--- src/rtl/ocl_pkg.sv ---
package ocl_pkg;
  typedef enum logic {TMR_IDLE = 1'b0, TMR_RUN = 1'b1} tmr_state_t;

  localparam int DEF_WIN_OPEN  = 26;
  localparam int DEF_WIN_CLOSE = 53;
endpackage

--- src/rtl/ocl_window_timer.sv ---
module ocl_window_timer
  import ocl_pkg::*;
#(
  parameter int WIN_OPEN  = DEF_WIN_OPEN,
  parameter int WIN_CLOSE = DEF_WIN_CLOSE,
  parameter int CW        = $clog2(WIN_CLOSE + 1)
) (
  input  logic clk,
  input  logic rst,
  input  logic clr,
  input  logic start,
  input  logic trip,
  output logic active,
  output logic in_window
);
  localparam logic [CW-1:0] OPEN_C  = CW'(WIN_OPEN);
  localparam logic [CW-1:0] CLOSE_C = CW'(WIN_CLOSE);
  localparam logic [CW-1:0] ONE_C   = CW'(1);

  tmr_state_t    state;
  logic [CW-1:0] cnt;

  // Offset counter: holds k while the cycle k edges after the start is open.
  always_ff @(posedge clk) begin
    if (rst || clr || trip) begin
      state <= TMR_IDLE;
      cnt   <= '0;
    end else begin
      case (state)
        TMR_IDLE: if (start) begin
          state <= TMR_RUN;
          cnt   <= ONE_C;
        end
        TMR_RUN: if (cnt == CLOSE_C) begin
          state <= TMR_IDLE;
          cnt   <= '0;
        end else begin
          cnt <= cnt + ONE_C;
        end
        default: state <= TMR_IDLE;
      endcase
    end
  end

  assign active    = (state == TMR_RUN);
  assign in_window = (state == TMR_RUN) && (cnt >= OPEN_C) && (cnt <= CLOSE_C);
endmodule

--- src/rtl/ocl_trip_latch.sv ---
module ocl_trip_latch (
  input  logic clk,
  input  logic rst,
  input  logic clr,
  input  logic set,
  output logic q
);
  always_ff @(posedge clk) begin
    if (rst || clr) q <= 1'b0;
    else if (set)   q <= 1'b1;
  end
endmodule

--- src/rtl/ocl_current_guard.sv ---
module ocl_current_guard
  import ocl_pkg::*;
#(
  parameter int WIN_OPEN  = DEF_WIN_OPEN,
  parameter int WIN_CLOSE = DEF_WIN_CLOSE
) (
  input  logic clk,
  input  logic rst,
  input  logic enable,
  input  logic sample_valid,
  input  logic oc_flag,
  output logic pulse_kill,
  output logic oc_shutdown,
  output logic timer_active
);
  localparam int CW = $clog2(WIN_CLOSE + 1);

  logic oc_evt;
  logic in_window;
  logic trip;
  logic kill_q;

  assign oc_evt = sample_valid && oc_flag && enable && !oc_shutdown;
  assign trip   = oc_evt && in_window;

  ocl_window_timer #(
    .WIN_OPEN (WIN_OPEN),
    .WIN_CLOSE(WIN_CLOSE),
    .CW       (CW)
  ) u_timer (
    .clk      (clk),
    .rst      (rst),
    .clr      (!enable),
    .start    (oc_evt),
    .trip     (trip),
    .active   (timer_active),
    .in_window(in_window)
  );

  ocl_trip_latch u_latch (
    .clk(clk),
    .rst(rst),
    .clr(!enable),
    .set(trip),
    .q  (oc_shutdown)
  );

  always_ff @(posedge clk) begin
    if (rst) kill_q <= 1'b0;
    else     kill_q <= oc_evt;
  end

  assign pulse_kill = kill_q;
endmodule

--- config.mk ---
export PLATFORM = sky130hd
export DESIGN_NAME = ocl_current_guard
export DESIGN_NICKNAME = d
export VERILOG_FILES = /design/src/rtl/ocl_pkg.sv /design/src/rtl/ocl_window_timer.sv /design/src/rtl/ocl_trip_latch.sv /design/src/rtl/ocl_current_guard.sv
export SDC_FILE = /design/constraint.sdc
export NUM_CORES = 1
export LEC_CHECK = 0
export BUFFER_PORTS_ARGS = -buffer_cell sky130_fd_sc_hd__clkbuf_2
export CAP_MARGIN = 20
export CORE_AREA = 2 2 39 41
export CTS_CLUSTER_DIAMETER = 100
export CTS_CLUSTER_SIZE = 40
export DETAILED_ROUTE_END_ITERATION = 16
export DIE_AREA = 0 0 41 43
export PLACE_DENSITY = 0.61
export SETUP_SLACK_MARGIN = 0.02
export SLEW_MARGIN = 10
export SYNTH_ARGS = -nofsm -noshare
export SYNTH_HDL_FRONTEND = slang
export SYNTH_SLANG_ARGS = --single-unit
--- constraint.sdc ---
create_clock -name clk -period 3.4 [get_ports clk]
set_clock_uncertainty 0.05 [all_clocks]
set_input_delay 0.17 -clock clk [delete_from_list [all_inputs] [get_ports clk]]
set_output_delay 0.17 -clock clk [all_outputs]
set_load 0.05 [all_outputs]
==> impl_results.html <==
<table>
<tr><th>Metric</th><th>Value</th></tr>
<tr><th colspan="2">CTS</th></tr>
<tr><td>Worst-path clk slew</td><td>~60 ps</td></tr>
<tr><td>CTS-repair resized insts</td><td>0</td></tr>
<tr><td>Clock sink count</td><td>9</td></tr>
<tr><td>H-tree levels</td><td>1</td></tr>
<tr><td>Master cell of the clock root buffer</td><td>sky130_fd_sc_hd__clkbuf_4</td></tr>
<tr><td>Hold buffers post-CTS</td><td>0</td></tr>
<tr><td>CTS tree</td><td>done</td></tr>
<tr><td>Post-CTS setup buffers</td><td>0</td></tr>
<tr><td>Maximum buffer depth of the clock tree</td><td>2</td></tr>
<tr><td>TritonCTS Buffers</td><td>3</td></tr>
<tr><td>Clock insertion delay at the later pin of the skew report</td><td>~260 ps</td></tr>
<tr><th colspan="2">Die</th></tr>
<tr><td>IO Count</td><td>8</td></tr>
<tr><td>Die height</td><td>43 um</td></tr>
<tr><td>Die Wd</td><td>~41 um</td></tr>
<tr><td>Starting utilization of the core area</td><td>0.403</td></tr>
<tr><td>Placement row count</td><td>14</td></tr>
<tr><td>Die area</td><td>around 1800 um^2</td></tr>
<tr><td>Area of the core</td><td>~1400 um^2</td></tr>
<tr><th colspan="2">Place</th></tr>
<tr><td>Number of port buffers</td><td>7</td></tr>
<tr><td>Last weighted congestion value of the routability-driven placer</td><td>0.840</td></tr>
<tr><td>Half-perimeter wire length after detailed placement</td><td>approximately 820 um</td></tr>
<tr><th colspan="2">STA</th></tr>
<tr><td>Highest clock rate</td><td>600 MHz</td></tr>
<tr><td>Slew of the pin with the lowest slew margin</td><td>~410 ps</td></tr>
<tr><td>Slew headroom</td><td>0.724</td></tr>
<tr><td>Final count of negative-setup-slack endpoints</td><td>0</td></tr>
<tr><td>Number of pins exceeding their max-slew limit in the final report</td><td>0</td></tr>
<tr><td>Post-layout min period</td><td>roughly 1700 ps</td></tr>
<tr><td>Post-route clock period utilization</td><td>0.490</td></tr>
<tr><td>RSZ-0062 raised after global routing</td><td>no</td></tr>
<tr><td>Setup TNS</td><td>0 ps</td></tr>
<tr><td>Final hold violation count</td><td>0</td></tr>
<tr><th colspan="2">Synthesis</th></tr>
<tr><td>Top cells by area, synth</td><td>sky130_fd_sc_hd__dfxtp_1 (32%), sky130_fd_sc_hd__ha_1 (9.0%), sky130_fd_sc_hd__nor3b_2 (4.5%), sky130_fd_sc_hd__nor2_1 (4.0%), sky130_fd_sc_hd__a41o_4 (3.8%)</td></tr>
<tr><td>Synthesis-stage register bit count</td><td>9</td></tr>
<tr><td>Most common cell in the synthesized netlist</td><td>sky130_fd_sc_hd__dfxtp_1</td></tr>
<tr><td>Post-synthesis cell type with the largest combined area</td><td>sky130_fd_sc_hd__dfxtp_1</td></tr>
<tr><td>Unique cell type count in the Yosys netlist</td><td>30</td></tr>
<tr><td>Area share of the largest cell type after synthesis</td><td>0.323</td></tr>
<tr><td>Net count after synthesis</td><td>a little over 70</td></tr>
<tr><td>Sequential fraction of the synthesis area</td><td>0.323</td></tr>
<tr><td>Proportion of register bits with asynchronous set or reset after synthesis</td><td>0</td></tr>
<tr><td>Ys Warns</td><td>0</td></tr>
<tr><td>Count of flip-flops with a built-in enable after synthesis</td><td>0</td></tr>
<tr><td>Top FF cell, synth</td><td>sky130_fd_sc_hd__dfxtp_1</td></tr>
<tr><td>Cell count after synthesis</td><td>62</td></tr>
<tr><td>Leading cell types by count after synthesis</td><td>sky130_fd_sc_hd__dfxtp_1 (9), sky130_fd_sc_hd__nor2_1 (6), sky130_fd_sc_hd__ha_1 (4), sky130_fd_sc_hd__nand2_1 (4), sky130_fd_sc_hd__nand3_1 (4)</td></tr>
<tr><td>Syn Area/Cell</td><td>approximately 9 um^2</td></tr>
<tr><td>Cell area after technology mapping</td><td>558 um^2</td></tr>
<tr><th colspan="2">GRT</th></tr>
<tr><td>Initial antenna violation count</td><td>0</td></tr>
<tr><td>Global-route congestion overflow total</td><td>0</td></tr>
<tr><td>Vias in the first global route</td><td>between 400 and 500</td></tr>
<tr><td>First-pass GRT wire length</td><td>around 1.7 mm</td></tr>
<tr><td>Largest net degree at the start of global routing</td><td>14</td></tr>
<tr><td>Total routing resource utilization after global routing</td><td>0.155</td></tr>
<tr><th colspan="2">Power and ir drop</th></tr>
<tr><td>Part of the power in combinational logic</td><td>0.075</td></tr>
<tr><td>Sequential Power Share</td><td>0.527</td></tr>
<tr><td>Total power density per cell area</td><td>roughly 330 nW/um^2</td></tr>
<tr><td>Overall power of the completed layout</td><td>around 200 uW</td></tr>
<tr><td>VDD IR max</td><td>roughly 0.22 mV</td></tr>
<tr><td>Cell Int Power</td><td>between 150 and 200 uW</td></tr>
<tr><td>Power dissipated by switching net loads</td><td>~47 uW</td></tr>
<tr><td>Clock network fraction of design power</td><td>0.399</td></tr>
<tr><td>Switch share</td><td>0.231</td></tr>
<tr><td>Reported leakage power</td><td>0.000200 uW</td></tr>
<tr><th colspan="2">Critical path</th></tr>
<tr><td>Element type at the critical path end</td><td>flip-flop</td></tr>
<tr><td>Startpoint of the worst register-to-register path</td><td>u_timer.cnt[1]</td></tr>
<tr><td>Register-to-register path setup slack</td><td>1730 ps</td></tr>
<tr><td>Critical path start-end classification</td><td>flip-flop to flip-flop</td></tr>
<tr><td>Number of cells traversed by the worst register-to-register path</td><td>6</td></tr>
<tr><td>Worst path arrival time</td><td>around 1800 ps</td></tr>
<tr><td>Crit path launch type</td><td>flip-flop</td></tr>
<tr><td>Worst flop-to-flop path endpoint</td><td>u_timer.cnt[2]</td></tr>
<tr><td>Maximum fanout encountered on the critical timing path</td><td>7</td></tr>
<tr><td>Endpoint required time on the critical path</td><td>roughly 3500 ps</td></tr>
<tr><th colspan="2">Detailed routing</th></tr>
<tr><td>Number of nets with antenna violations after detailed routing</td><td>0</td></tr>
<tr><td>Via density</td><td>~5.7</td></tr>
<tr><td>Detailed router's first-iteration violation count</td><td>8</td></tr>
<tr><td>Number of search-and-repair iterations in the first detailed-routing pass</td><td>4</td></tr>
<tr><td>Routed length per instance</td><td>approximately 13 um</td></tr>
<tr><td>Number of remaining DRC errors</td><td>0</td></tr>
<tr><td>Final wirelength</td><td>roughly 1.1 mm</td></tr>
<tr><td>Vias post-DR</td><td>just under 500</td></tr>
<tr><th colspan="2">Job</th></tr>
<tr><td>Max-cap violation count</td><td>0</td></tr>
<tr><th colspan="2">Worst hold path</th></tr>
<tr><td>Hold path endpoint</td><td>pulse_kill</td></tr>
<tr><td>Path class of the lowest-slack min-delay path</td><td>input port to flip-flop</td></tr>
<tr><td>Startpoint of the worst hold path</td><td>rst</td></tr>
<tr><td>Hold Path Stages</td><td>2</td></tr>
<tr><th colspan="2">Final layout</th></tr>
<tr><td>Total area of sequential cells</td><td>180 um^2</td></tr>
<tr><td>Fraction of final layout cells with drive strength greater than 1</td><td>0.246</td></tr>
<tr><td>Area of the multi-input gates</td><td>~340 um^2</td></tr>
<tr><td>Filler cell count</td><td>~130</td></tr>
<tr><td>Number of diodes</td><td>0</td></tr>
<tr><td>Post-layout nets</td><td>79</td></tr>
<tr><td>Layout overhead on the synthesized area</td><td>9.87%</td></tr>
<tr><th colspan="2">Run status</th></tr>
<tr><td>Status</td><td>finished, final reports clean</td></tr>
</table>
-- state kept, by name, summed over array words and instances, names as in the netlist --
| register | flops |
|---|---|
| u_latch.q | 1 |
| u_timer.cnt | 6 |
| u_timer.active | 1 |
| pulse_kill | 1 |
-- power by group through the flow --
stage                     Sequential [uW]  Combinational [uW]  Clock, uW
after floorplan                       112                9.14          0
after global placement                110                15.1          0
after detailed placement              110                15.1          0
after CTS                             108                15.1       87.7
after global routing                  108                16.4       91.7
final                                 108                15.3       81.7
-- critical path, cell delays in order, from the launching register on --
cell,delay [ps]
sky130_fd_sc_hd__dfxtp_1,430
sky130_fd_sc_hd__inv_1,90
sky130_fd_sc_hd__ha_1,210
sky130_fd_sc_hd__nor3b_2,210
sky130_fd_sc_hd__o21bai_2,90
sky130_fd_sc_hd__a41o_4,330
sky130_fd_sc_hd__nor3b_2,180
-- per-layer routing --
metal,vias up,GRT usage,routed length [um]
met2,17,0.197,515
met4,0,0.0867,27
met5,-,0,0
met1,221,0.192,496
met3,4,0.0995,73
li1,243,-,-
-- placed cells by master, fill, tap and decap left out, drive strengths merged, types with 2 or more instances in the layout --
cell    Yosys  final
a21oi       3      3
a31oi       2      2
a41oi       2      2
clkbuf      2     11
dfxtp       9      9
ha          4      4
inv         3      3
nand2       5      5
nand3       4      4
nor2        6      6
nor3        2      2
nor3b       2      2
nor4        2      2
-- logic make-up after synthesis --
family | Yosys count | share of synthesized area
AO/OA/AOI/OAI | 16 | 0.235
adder cells (fa/ha/maj) | 4 | 0.0897
buffers and inverters | 7 | 0.0673
flip-flops | 9 | 0.323
AND/OR/NAND/NOR | 26 | 0.285
-- per-stage QoR --
stage / std cells / utilization / setup slack (ps) / hold slack (ps) / area (um^2)
3_3_place_gp: 81 / 0.424 / 1740 / 292 / 587
5_1_grt: 85 / 0.443 / 1620 / 9.98 / 613
6_report: 85 / 0.443 / 1730 / 17.4 / 613
2_1_floorplan: 62 / - / 1810 / 192 / 558
4_1_cts: 85 / 0.443 / 1730 / 7.63 / 613
3_5_place_dp: 81 / 0.424 / 1730 / 299 / 587
-- layout make-up --
type,count,share of cell area
clock buffers,4,0.0429
inverters,3,0.0184
multi-input cells,46,0.555
flip-flops and latches,9,0.294
well taps,16,0.0327
repair buffers,7,0.0571
-- worst max-delay path by stage --
stage,slack [ps],endpoint,start,depth (start not counted)
3_3_place_gp,1740,u_timer.cnt[4],u_timer.cnt[1],6
6_report,1730,u_timer.cnt[2],u_timer.cnt[1],6
4_1_cts,1730,u_timer.cnt[2],u_timer.cnt[1],6
2_1_floorplan,1810,u_timer.cnt[2],u_latch.q,4
5_1_grt,1620,u_timer.active,u_timer.cnt[1],6
3_5_place_dp,1730,u_timer.cnt[2],u_timer.cnt[1],6
(Power assumes the default switching activity.)
